`src/rtl/irq_prio_pkg.sv`:
```
package irq_prio_pkg;

   localparam int SRC_N = 6;
   localparam int IDX_W = 3;

   // priority register content kept by the block (bits 5:0 of a write)
   typedef struct packed {
      logic       sel_c;
      logic       sel_b;
      logic       sel_a;
      logic [2:0] order;
   } prio_cfg_t;

   function automatic logic order_ok(input logic [2:0] code);
      return (code != 3'b000) && (code != 3'b111);
   endfunction

endpackage

```
`src/rtl/irq_edge_det.sv`:
```
module irq_edge_det #(
   parameter int SYNC_STAGES = 2
) (
   input  logic clk,
   input  logic rst_n,
   input  logic pin,
   input  logic rise_en,
   input  logic fall_en,
   output logic pulse
);

   localparam int HIST = SYNC_STAGES + 1;

   if (SYNC_STAGES < 2) begin : g_bad_sync
      $error("irq_edge_det: SYNC_STAGES must be at least 2");
   end

   logic [HIST-1:0] sh_q;
   logic            cur, prev;

   always_ff @(posedge clk or negedge rst_n) begin
      if (!rst_n) sh_q <= '0;
      else        sh_q <= {sh_q[HIST-2:0], pin};
   end

   assign cur   = sh_q[SYNC_STAGES-1];
   assign prev  = sh_q[SYNC_STAGES];
   assign pulse = (cur & ~prev & rise_en) | (~cur & prev & fall_en);

endmodule

```
`src/rtl/irq_prio_resolve.sv`:
```
module irq_prio_resolve
   import irq_prio_pkg::*;
(
   input  logic [SRC_N-1:0] eff,
   input  prio_cfg_t        cfg,
   output logic             valid,
   output logic [IDX_W-1:0] idx
);

   localparam int GRP_N = 3;
   // per pair (A,B,C at slots 0,1,2): member that wins when its select bit is 1
   localparam logic [3*GRP_N-1:0] MEM_SEL1 = {3'd4, 3'd0, 3'd3};
   // member that wins when its select bit is 0
   localparam logic [3*GRP_N-1:0] MEM_SEL0 = {3'd1, 3'd2, 3'd5};

   logic [GRP_N-1:0] sel_vec;
   logic [GRP_N-1:0] g_hit;
   logic [IDX_W-1:0] g_pick [GRP_N];
   logic [1:0]       rank   [GRP_N];

   assign sel_vec = {cfg.sel_c, cfg.sel_b, cfg.sel_a};

   for (genvar g = 0; g < GRP_N; g++) begin : g_pair
      logic [IDX_W-1:0] hi, lo;
      assign hi        = sel_vec[g] ? MEM_SEL1[g*3 +: 3] : MEM_SEL0[g*3 +: 3];
      assign lo        = sel_vec[g] ? MEM_SEL0[g*3 +: 3] : MEM_SEL1[g*3 +: 3];
      assign g_hit[g]  = eff[hi] | eff[lo];
      assign g_pick[g] = eff[hi] ? hi : lo;
   end

   always_comb begin
      case (cfg.order)
         3'b001:  begin rank[0] = 2'd2; rank[1] = 2'd0; rank[2] = 2'd1; end
         3'b010:  begin rank[0] = 2'd0; rank[1] = 2'd1; rank[2] = 2'd2; end
         3'b011:  begin rank[0] = 2'd0; rank[1] = 2'd2; rank[2] = 2'd1; end
         3'b100:  begin rank[0] = 2'd1; rank[1] = 2'd2; rank[2] = 2'd0; end
         3'b101:  begin rank[0] = 2'd2; rank[1] = 2'd1; rank[2] = 2'd0; end
         3'b110:  begin rank[0] = 2'd1; rank[1] = 2'd0; rank[2] = 2'd2; end
         default: begin rank[0] = 2'd0; rank[1] = 2'd1; rank[2] = 2'd2; end
      endcase
   end

   always_comb begin
      idx = '0;
      for (int k = GRP_N - 1; k >= 0; k--) begin
         if (g_hit[rank[k]]) idx = g_pick[rank[k]];
      end
      valid = order_ok(cfg.order) && (|g_hit);
   end

endmodule

```
`src/rtl/irq_prio_ctrl.sv`:
```
module irq_prio_ctrl
   import irq_prio_pkg::*;
#(
   parameter int DATA_W      = 8,
   parameter int SYNC_STAGES = 2
) (
   input  logic              clk,
   input  logic              rst_n,
   input  logic              pin_a,
   input  logic              pin_b,
   input  logic              tmr0_done,
   input  logic              tmr1_done,
   input  logic              req_wr,
   input  logic              mask_wr,
   input  logic              prio_wr,
   input  logic [DATA_W-1:0] wdata,
   output logic [DATA_W-1:0] req_rdata,
   output logic [DATA_W-1:0] mask_rdata,
   input  logic              ack,
   output logic              irq_out,
   output logic [IDX_W-1:0]  irq_idx
);

   localparam int GEN_BIT  = DATA_W - 1;
   localparam int MODE_TOP = DATA_W - 1;
   localparam int PAD_W    = 1 << IDX_W;

   if (DATA_W != 8) begin : g_bad_width
      $error("irq_prio_ctrl: DATA_W must be 8");
   end

   logic [SRC_N-1:0] pend_q, en_q, pend_n, en_n, eff_n, hw_set, ack_clr, base;
   logic [1:0]       mode_q, mode_n;
   logic             gen_q, gen_n;
   prio_cfg_t        prio_q, prio_n;
   logic             edge_a, edge_b, win_valid, hold_ok;
   logic [IDX_W-1:0] win_idx;
   logic [PAD_W-1:0] eff_pad, pend_pad;

   // pin A (source 0) and pin B (source 2) edge enables from the mode field
   logic [1:0] pin_vec, rise_vec, fall_vec, pulse_vec;
   assign pin_vec  = {pin_b, pin_a};
   assign rise_vec = {mode_q[1], mode_q[0]};
   assign fall_vec = {~mode_q[1] | mode_q[0], mode_q[1] | ~mode_q[0]};

   for (genvar p = 0; p < 2; p++) begin : g_pin
      irq_edge_det #(.SYNC_STAGES(SYNC_STAGES)) u_edge (
         .clk     (clk),
         .rst_n   (rst_n),
         .pin     (pin_vec[p]),
         .rise_en (rise_vec[p]),
         .fall_en (fall_vec[p]),
         .pulse   (pulse_vec[p])
      );
   end
   assign edge_a = pulse_vec[0];
   assign edge_b = pulse_vec[1];

   assign hw_set = {tmr1_done, tmr0_done, 1'b0, edge_b, 1'b0, edge_a};

   always_comb begin
      ack_clr = '0;
      if (ack && irq_out) ack_clr[irq_idx] = 1'b1;
      base    = req_wr ? wdata[SRC_N-1:0] : pend_q;
      pend_n  = (base & ~ack_clr) | hw_set;
      mode_n  = req_wr ? wdata[MODE_TOP -: 2] : mode_q;
      en_n    = mask_wr ? wdata[SRC_N-1:0] : en_q;
      gen_n   = mask_wr ? wdata[GEN_BIT] : gen_q;
      prio_n  = prio_wr ? prio_cfg_t'(wdata[SRC_N-1:0]) : prio_q;
      eff_n   = pend_n & en_n & {SRC_N{gen_n}};
   end

   irq_prio_resolve u_res (
      .eff   (eff_n),
      .cfg   (prio_n),
      .valid (win_valid),
      .idx   (win_idx)
   );

   assign eff_pad = PAD_W'(eff_n);
   assign hold_ok = irq_out && !ack && eff_pad[irq_idx] && order_ok(prio_n.order);

   always_ff @(posedge clk or negedge rst_n) begin
      if (!rst_n) begin
         pend_q  <= '0;
         mode_q  <= '0;
         en_q    <= '0;
         gen_q   <= 1'b0;
         prio_q  <= '0;
         irq_out <= 1'b0;
         irq_idx <= '0;
      end else begin
         pend_q <= pend_n;
         mode_q <= mode_n;
         en_q   <= en_n;
         gen_q  <= gen_n;
         prio_q <= prio_n;
         if (!hold_ok) begin
            irq_out <= win_valid;
            irq_idx <= win_idx;
         end
      end
   end

   always_comb begin
      req_rdata                 = '0;
      req_rdata[SRC_N-1:0]      = pend_q;
      req_rdata[MODE_TOP -: 2]  = mode_q;
      mask_rdata                = '0;
      mask_rdata[SRC_N-1:0]     = en_q;
      mask_rdata[GEN_BIT]       = gen_q;
   end

   assign pend_pad = PAD_W'(pend_q);

   // reserved group code with no priority write keeps the strobe low
   assert_reserved_quiet_R4: assert property (@(posedge clk) disable iff (!rst_n)
      (!prio_wr && !order_ok(prio_q.order)) |=> !irq_out);

   // a raised strobe always has global enable and an enabled pending source
   assert_strobe_enabled_R5: assert property (@(posedge clk) disable iff (!rst_n)
      irq_out |-> (gen_q && |(pend_q & en_q)));

   // the reported index is a real source number
   assert_idx_range_R2: assert property (@(posedge clk) disable iff (!rst_n)
      irq_out |-> (irq_idx < IDX_W'(SRC_N)));

   // acknowledge removes the reported bit unless hardware sets it again
   assert_ack_clears_R9: assert property (@(posedge clk) disable iff (!rst_n)
      (irq_out && ack && !req_wr && !hw_set[irq_idx]) |=> !pend_pad[$past(irq_idx)]);

   // with no acknowledge and no register writes, the index stays put
   assert_idx_hold_R10: assert property (@(posedge clk) disable iff (!rst_n)
      (irq_out && !ack && !req_wr && !mask_wr && !prio_wr)
      |=> (irq_out && irq_idx == $past(irq_idx)));

endmodule

```
`config.mk`:
```
export PLATFORM = sky130hd
export DESIGN_NAME = irq_prio_ctrl
export DESIGN_NICKNAME = d
export VERILOG_FILES = /design/src/rtl/irq_prio_pkg.sv /design/src/rtl/irq_edge_det.sv /design/src/rtl/irq_prio_resolve.sv /design/src/rtl/irq_prio_ctrl.sv
export SDC_FILE = /design/constraint.sdc
export NUM_CORES = 1
export LEC_CHECK = 0
export BUFFER_PORTS_ARGS = -buffer_cell sky130_fd_sc_hd__buf_2
export CAP_MARGIN = 20
export CELL_PAD_IN_SITES_DETAIL_PLACEMENT = 1
export CELL_PAD_IN_SITES_GLOBAL_PLACEMENT = 2
export CORE_ASPECT_RATIO = 1.5
export CORE_UTILIZATION = 30
export DETAILED_ROUTE_END_ITERATION = 7
export PLACE_DENSITY_LB_ADDON = 0.1
export SYNTH_ARGS = -nofsm -noshare
export SYNTH_HDL_FRONTEND = slang
export SYNTH_SLANG_ARGS = --single-unit
```
`constraint.sdc`:
```
create_clock -name clk -period 4 [get_ports clk]
set_input_delay 0.4 -clock clk [delete_from_list [all_inputs] [get_ports clk]]
set_output_delay 0.4 -clock clk [all_outputs]
set_load 0.01 [all_outputs]
```
# Word level (Yosys, flattened, before mapping)
# Cells that the tools add are included.
# W data, S select, Z words.
dict set report word_totals {
  regBits 31
  in_bits 18
  out_inout_bits 20
  elab_cells 120
}
dict set report classes {
  order_cmp 14
  eq_ne 6
  muxes 49
  n_bitwise 29
  n_reduce_logical 10
}
# cell count
set op_table {}
lappend op_table {{$mux W3} 16}
lappend op_table {{$pmux W6 S5} 1}
lappend op_table {{$lt A3 B4 Y1 const B} 7}
lappend op_table {{$mux W6} 4}
lappend op_table {{$bmux W1 S3} 7}
lappend op_table {{$and A6 B6 Y6} 3}
lappend op_table {{$bmux W3 S2} 3}
lappend op_table {{$mux W1} 12}
lappend op_table {{$eq A3 B3 Y1 const B} 3}
lappend op_table {{$ge A3 B3 Y1 const B} 3}
lappend op_table {{$lt A2 B3 Y1 const B} 3}
lappend op_table {{$not A2 Y3} 3}
lappend op_table {{$and A1 B1 Y1} 8}
lappend op_table {{$logic_and A1 B1 Y1} 7}
lappend op_table {{$or A1 B1 Y1} 7}
lappend op_table {{$bmux W1 S2} 3}
lappend op_table {{$not A1 Y1} 6}
lappend op_table {{$not A6 Y6} 1}
lappend op_table {{$or A6 B6 Y6} 1}
lappend op_table {{$mux W2} 2}
lappend op_table {{$demux W1 S3} 1}
lappend op_table {{$eq A3 B1 Y1 const B} 1}
lappend op_table {{$eq A3 B2 Y1 const B} 1}
lappend op_table {{$ge A3 B1 Y1 const B} 1}
lappend op_table {{4 further kinds} 4}

# Logic depth before layout (Yosys ltp)
# Gate-level depths: netlist (run 1).
dict set report depth {
  depth_word 19
  depth_mapped 10
  ltp_nobuf 8
}

# Cells and area by module
# From an unflattened synthesis (run 1), not the netlist that was laid out.
dict set report unflattened {
  cells_unflattened 208
  hier_area_um2 2021.9
}
# module instances cells_each area_each_um2 seq_area_each_um2
set by_module_without_submodules {}
lappend by_module_without_submodules {irq_prio_ctrl 1 111 1280.0 625.6}
lappend by_module_without_submodules {irq_prio_resolve 1 85 551.8 0.0}
lappend by_module_without_submodules {irq_edge_det 2 6 95.1 75.1}

# Least setup slack after synthesis (run 1)
# OpenSTA, ideal clock, no wires.
dict set report synth_timing {
  path_kind {register to register}
  startpoint {register irq_idx[0]}
  endpoint {register irq_idx[0]}
  setup_time_ns 0.080
  arrival_ns 2.132
  required_time_ns 3.920
  path_slack_ns 1.788
  stages_incl_launch_ff 9
  n_path_buf 1
  period_less_slack_ns 2.212
  path_cell_list {dfrtp_1 and3b_2 a21oi_2 o211ai_2 o211ai_1 and3_1 buf_6 or4_4 o211ai_2}
}
dict set report synth_between {
  elab_chain_len 19
  elab_cells_between_ends 51
  cone_classes {order compare (2); mux (38); bitwise (8); reduce/logical (3)}
}
# element line_no
set synth_lines {}
lappend synth_lines {{start: declaration} irq_prio_ctrl.sv:21} ;# output logic [IDX_W-1:0] irq_idx
lappend synth_lines {{start signal: assignment} irq_prio_ctrl.sv:100} ;# irq_idx <= win_idx;
lappend synth_lines {{$lt A3 B4 Y1 (implied by the code) / $ge A3 B1 Y1 (equally long branches)} irq_prio_ctrl.sv:63} ;# if (ack && irq_out) ack_clr[irq_idx] = 1'b1;
lappend synth_lines {{$logic_and A1 B1 Y1 (implied by the code)} irq_prio_ctrl.sv:63}
lappend synth_lines {{$mux W1 (implied by the code)} irq_prio_ctrl.sv:63}
lappend synth_lines {{$demux W1 S3} irq_prio_ctrl.sv:63}
lappend synth_lines {{$mux W6} irq_prio_ctrl.sv:63}
lappend synth_lines {{$not A6 Y6} irq_prio_ctrl.sv:65} ;# pend_n = (base & ~ack_clr) | hw_set;
lappend synth_lines {{$and A6 B6 Y6} irq_prio_ctrl.sv:65}
lappend synth_lines {{$or A6 B6 Y6} irq_prio_ctrl.sv:65}
lappend synth_lines {{$and A6 B6 Y6 (2 in a row)} irq_prio_ctrl.sv:70} ;# eff_n = pend_n & en_n & {SRC_N{gen_n}};
lappend synth_lines {{$bmux W1 S3} {irq_prio_resolve.sv:27, irq_prio_resolve.sv:28}}
lappend synth_lines {{$mux W1 (implied by the code)} {irq_prio_resolve.sv:27, irq_prio_resolve.sv:28}}
lappend synth_lines {{$mux W3} irq_prio_resolve.sv:28} ;# assign g_pick[g] = eff[hi] ? hi : lo;
lappend synth_lines {{$bmux W3 S2} irq_prio_resolve.sv:46} ;# if (g_hit[rank[k]]) idx = g_pick[rank[k]];
lappend synth_lines {{$mux W3 (implied by the code) (2 in a row)} irq_prio_resolve.sv:46}
lappend synth_lines {{$mux W3 (3 in a row)} irq_prio_resolve.sv:46}
# Several ways; a longest one is shown, not always the timed one. The select of a mux whose other input is x is not followed.
# A chain may end at the register's enable or synchronous reset.

# Worst setup path in the final report (run 1)
dict set report layout_timing {
  startpoint {register irq_idx[1]}
  endpoint {register irq_idx[1]}
}
# The elaborated chain is that of the path after synthesis.

==> flow_metrics.tcl, run 1 <==
set metrics [dict create \
    run_status "finished, final reports clean" \
    setup_viol 0 \
    io_pins 38 \
    syn_area_sq_um 2040 \
    gp_congestion 0.910 \
    synthArstFlopShare_pct 100 \
    synth-compound-area-share_pct 23.2 \
    ys.flop_type "dfrtp_1" \
    synth_cell_types 58 \
    synthSimpleGateAreaFrac_pct 18.4 \
    layout_commonest_cell "buf_2" \
    die_y_um 103 \
    fp-row-count 36 \
    rr_worst_depth 7 \
    drt-wirelength-per-cell_um 21.2 \
    cts.sinks 31 \
    arrival_ps 2810 \
    synth_top_family_by_area "compound AO/OA/AOI/OAI gates" \
    cts_buffers 5 \
    cts_setup_buffers 0 \
    period_share_pct 65.2 \
    grt_pass1_wl_um 10600 \
    regToRegSetupSlack_ps 1390 \
    cts_resized 0 \
    synth_nets 215 \
    slew_violations 0 \
    fill_cells 766 \
    vias 1682 \
    fin_crit_ps 2610 \
    clk_pin_slew_worst_paths_ps 60 \
    grt_util_all_layers_pct 19.5 \
    crit_path_end_kind "flip-flop" \
    yosys.area_share.xor_xnor_pct 0 \
    drv_cap 0 \
    power.total_uw 1080 \
    ys_ff_latch 31 \
    core_sq_um 6530 \
    layout_common_cells "buf_2, dfrtp_1, nor2_1" \
    crit_fanout 8 \
    synthAdderAreaFrac_pct 0 \
    rsz0062_at_grt "false" \
    ys_seq_area_share_pct 38.0 \
    clk_latency_ps 280 \
    synth_edf_count 0 \
    avgSynthCellArea_sq_um 10.4 \
    synth_warnings 0 \
    skew_ps 2.79 \
    dp.cells 299 \
    area.growth.synth_to_final_pct 13.7 \
    r2r-start "irq_idx[1]$_DFFE_PN0N_" \
    cts_hold_buf 0 \
    vdd_drop_max_mv 0.144 \
    worst_hold_path_type "in -> async" \
    totalWireLength_um 6510 \
    grt_start_max_net_pins 32 \
    antenna_found_initial 0 \
    cts_root_buf "clkbuf_8" \
    powerDensity_nw_per_um2 466 \
    firstDrtPassIters 4 \
    start_util_pct 31.3 \
    cp_data_required_time_ps 4200 \
    drive_above_1_share_pct 37.2 \
    tritoncts "yes" \
    maxSlewHeadroom_pct 51.2 \
    grt_pass1_vias 1876 \
    cts_htree_levels 2 \
    avgViaCountPerCell 5.48 \
    path_class "reg -> reg" \
    first_iter_violations 53 \
    finalSetupTns_ps 0 \
    remaining_drc_errors 0 \
    p_leak_uw 0.000981 \
    die_area_sq_um 7150 \
    hpwl_um 5180 \
    final_nets 248 \
    final_antenna_net_count 0 \
    r2r-end "irq_idx[1]$_DFFE_PN0N_" \
    cp-start-kind "flip-flop" \
    hold_violations 0 \
    synthMuxAreaShare_pct 14.4 \
    insertedDiodeCount 0 \
    syn_inst 197 \
    grt_overflow_total 0 \
    port_buffers 36 \
    die_w_um 69.4 \
    fin_cells 307 \
    fmax_mhz 384 \
    clockBufferDepth 2 \
    worst_pin_slew_ps 731 \
]
==> state kept, by name (all words and copies together) (netlist names) <==
name	cells
en_q	6
g_pin.u_edge.sh_q	6
gen_q	1
irq_idx	3
irq_out	1
mode_q	2
pend_q	6
prio_q	6
==> synth_stat cells (4+ instances only) <==
cell type / n / share of area [%]
a21oi_1: 5 / 1.2
mux2i_1: 8 / 3.9
nor2_1: 16 / 2.9
mux2i_4: 4 / 4.4
nand3_1: 4 / 0.98
inv_1: 6 / 1.1
a21oi_2: 4 / 1.7
a31oi_1: 4 / 1.2
mux2_2: 11 / 6.1
o21ai_0: 7 / 1.7
buf_4: 5 / 1.8
nand2_1: 15 / 2.8
dfrtp_1: 31 / 38
==> area by class of cell <==
class,count,area [sq um],area share [%]
Clock buffer,7,76.3,3.29
Multi-Input combinational cell,146,1150,49.5
Clock inverter,1,5.00,0.216
Timing Repair Buffer,37,188,8.08
Sequential cell,31,776,33.4
Tap cell,76,95.1,4.09
Inverter,9,33.8,1.45
==> per-stage QoR <==
stage | instance area, sq um | setup WS (ps) | hold slack, ps | util [%]
2_1_floorplan | 2040 | 1790 | 104 | -
3_3_place_gp | 2240 | 1200 | 333 | 34.3
3_5_place_dp | 2240 | 1150 | 341 | 34.3
4_1_cts | 2320 | 1400 | 188 | 35.6
5_1_grt | 2320 | 1200 | 211 | 35.6
6_report | 2320 | 1390 | 167 | 35.6
==> power by group <==
| group | switching, uW | leakage [uW] | internal (uW) |
|---|---|---|---|
| combinational | 259 | 0.000580 | 171 |
| sequential | 58.2 | 0.000359 | 360 |
| clock | 113 | 0.0000422 | 122 |
| total | 430 | 0.000981 | 652 |
==> metal layers <==
layer / track usage, % / part of all wire [%]
met2: 38.2 / 55
met4: 8.48 / 3.3
met3: 2.64 / 2.9
met5: 0 / 0
met1: 20.8 / 39
==> logic make-up after synthesis <==
family          count (synthesis)
compound gates                 55
buf+inv                        20
flops                          31
mux                            23
other cells                     1
simple gates                   67
==> how the worst max path moves through the flow <==
stage | start | end | slack (ps)
3_5_place_dp | prio_wr | irq_idx[1]$_DFFE_PN0N_ | 1150
6_report | irq_idx[1]$_DFFE_PN0N_ | irq_idx[1]$_DFFE_PN0N_ | 1390
3_3_place_gp | prio_wr | irq_idx[1]$_DFFE_PN0N_ | 1200
4_1_cts | irq_idx[1]$_DFFE_PN0N_ | irq_idx[1]$_DFFE_PN0N_ | 1400
5_1_grt | irq_idx[1]$_DFFE_PN0N_ | irq_idx[1]$_DFFE_PN0N_ | 1200
2_1_floorplan | irq_idx[0]$_DFFE_PN0N_ | irq_idx[0]$_DFFE_PN0N_ | 1790
==> worst max-delay path, stage by stage, from the launching register on <==
cell and delay, ps:
dfrtp_1 490, nor2_1 470, a21oi_2 190, o21ai_1 460, nand3_1 200, a22oi_1 350, nor4_1 160, a211oi_2 200
No activity file was read; power rests on OpenSTA's default activity.
==> run 2, diff against run 1 <==
- clock period: 4 -> 2.6 ns (I/O delays scaled with it)
==> flow_metrics.tcl, run 2 (same netlist as run 1, synthesis figures left out) <==
set metrics [dict create \
    totalWireLength_um 6410 \
    layout_common_cells "buf_2, dfrtp_1, nor2_1" \
    die_y_um 103 \
    path_class "reg -> reg" \
    fmax_mhz 406 \
    fin_crit_ps 2460 \
    whs_ps 29.3 \
    path_delay_family "simple AND/OR/NAND/NOR gates" \
    setup_viol 0 \
    p_leak_uw 0.00105 \
    cts_buffers 5 \
    insertedDiodeCount 0 \
    final_nets 259 \
    area.growth.synth_to_final_pct 19.5 \
    regArea_sq_um 776 \
    p_seq_share_pct 33.1 \
    drt-wirelength-per-cell_um 20.2 \
    fill_cells 748 \
    powerDensity_nw_per_um2 763 \
    worst_hold_path_type "in -> async" \
    firstDrtPassIters 4 \
    first_iter_violations 50 \
    skew_ps 3.74 \
    rsz0062_at_grt "false" \
    grt_overflow_total 0 \
    vias 1735 \
    die_area_sq_um 7150 \
    fp-row-count 36 \
    clk_pin_slew_worst_paths_ps 70 \
    hold_violations 0 \
    cts_hold_buf 0 \
    die_w_um 69.4 \
    hpwl_um 5250 \
    p_comb_share_pct 40.0 \
    final_antenna_net_count 0 \
    power_frac_clock_pct 26.9 \
    cts_resized 0 \
    drv_cap 0 \
    start_util_pct 31.3 \
    finalSetupTns_ps 0 \
    grt_start_max_net_pins 32 \
    grt_util_all_layers_pct 18.6 \
    crit_buf_inv 0 \
    avgViaCountPerCell 5.46 \
    run_status "finished, final reports clean" \
    io_pins 38 \
    vdd_drop_max_mv 0.304 \
    switching_share_pct 36.7 \
    crit_fanout 10 \
    cts.sinks 31 \
    core_sq_um 6530 \
    drive_above_1_share_pct 40.9 \
    multi_input_area_sq_um 1150 \
    grt_pass1_wl_um 10200 \
    crit_path_top_delay_cell "or4_4" \
    clk_latency_ps 280 \
    layout_commonest_cell "buf_2" \
    grt_pass1_vias 1878 \
    dp.cells 310 \
    clockBufferDepth 2 \
    internal-power_uw 1180 \
    port_buffers 36 \
    cts_setup_buffers 0 \
    worstPathCellList "and3b_2 > a21oi_2 > o211ai_2 > o211ai_1 > and3_1 > or4_4 > o211ai_2" \
    cp_data_required_time_ps 2810 \
    antenna_found_initial 0 \
    fin_cells 318 \
    cts_htree_levels 2 \
    cp-start-kind "flip-flop" \
    arrival_ps 2670 \
    remaining_drc_errors 0 \
    crit_path_end_kind "flip-flop" \
    switchingPower_uw 683 \
    maxSlewHeadroom_pct 51.9 \
    gp_congestion 0.895 \
    critPathMaxStageDelay_ps 510 \
    cpMostUsedCell "o211ai_2" \
    slew_violations 0 \
    cts_root_buf "clkbuf_8" \
    tritoncts "yes" \
    worst_pin_slew_ps 722 \
    period_share_pct 94.6 \
]
-- run 2: cell count changes in the layout (fill, tap and decap cells not counted) --
cell | before | now
bufinv_16 | 0 | 1
clkbuf_8 | 5 | 6
clkbuf_1 | 2 | 0
buf_4 | 1 | 12
-- run 2: layout make-up --
type / instances / share of cell area (%)
multi-input cells: 146 / 47.1
repair buffers: 48 / 11.1
flip-flops and latches: 31 / 31.8
clock inverters: 2 / 1.44
clock buffers: 6 / 3.38
well taps: 76 / 3.90
inverters: 9 / 1.38
-- run 2: path summary, 6_finish.rpt --
| check | from | endpoint | slack [ps] | cells after the start |
|---|---|---|---|---|
| max in group asynchronous | rst_n | g_pin[0].u_edge.sh_q[0]$_DFF_PN0_ | 2110 | 1 |
| min | rst_n | en_q[3]$_DFF_PN0_ | 30 | 1 |
| max reg2reg | irq_idx[0]$_DFFE_PN0N_ | irq_idx[0]$_DFFE_PN0N_ | 140 | 7 |
| min reg2reg | g_pin[0].u_edge.sh_q[0]$_DFF_PN0_ | g_pin[0].u_edge.sh_q[1]$_DFF_PN0_ | 350 | 0 |
| max | irq_idx[0]$_DFFE_PN0N_ | irq_idx[0]$_DFFE_PN0N_ | 140 | 7 |
| min in group clk | pin_b | g_pin[1].u_edge.sh_q[0]$_DFF_PN0_ | 80 | 1 |
-- run 2: layer usage --
layer,vias to the layer above,global-route usage (%),routed length (um)
li1,812,-,-
met1,859,19.3,2460
met2,48,37.3,3570
met3,16,1.96,154
met4,0,8.32,232
met5,-,0,0
-- run 2: power by group through the flow --
stage	Clock [uW]	Sequential (uW)	Combinational [uW]
2_1_floorplan	0	647	443
3_3_place_gp	0	621	748
3_5_place_dp	0	626	749
4_1_cts	509	617	754
5_1_grt	518	624	804
6_report	500	616	745
-- run 2: per-stage QoR --
stage	instance area, sq um	power [uW]	setup WS, ps	util [%]
final	2440	1860	139	37.4
after global routing	2440	1950	5.77	37.4
after CTS	2440	1880	122	37.4
after detailed placement	2320	1370	133	35.6
after global placement	2320	1370	173	35.6
after floorplan	2040	1090	388	-
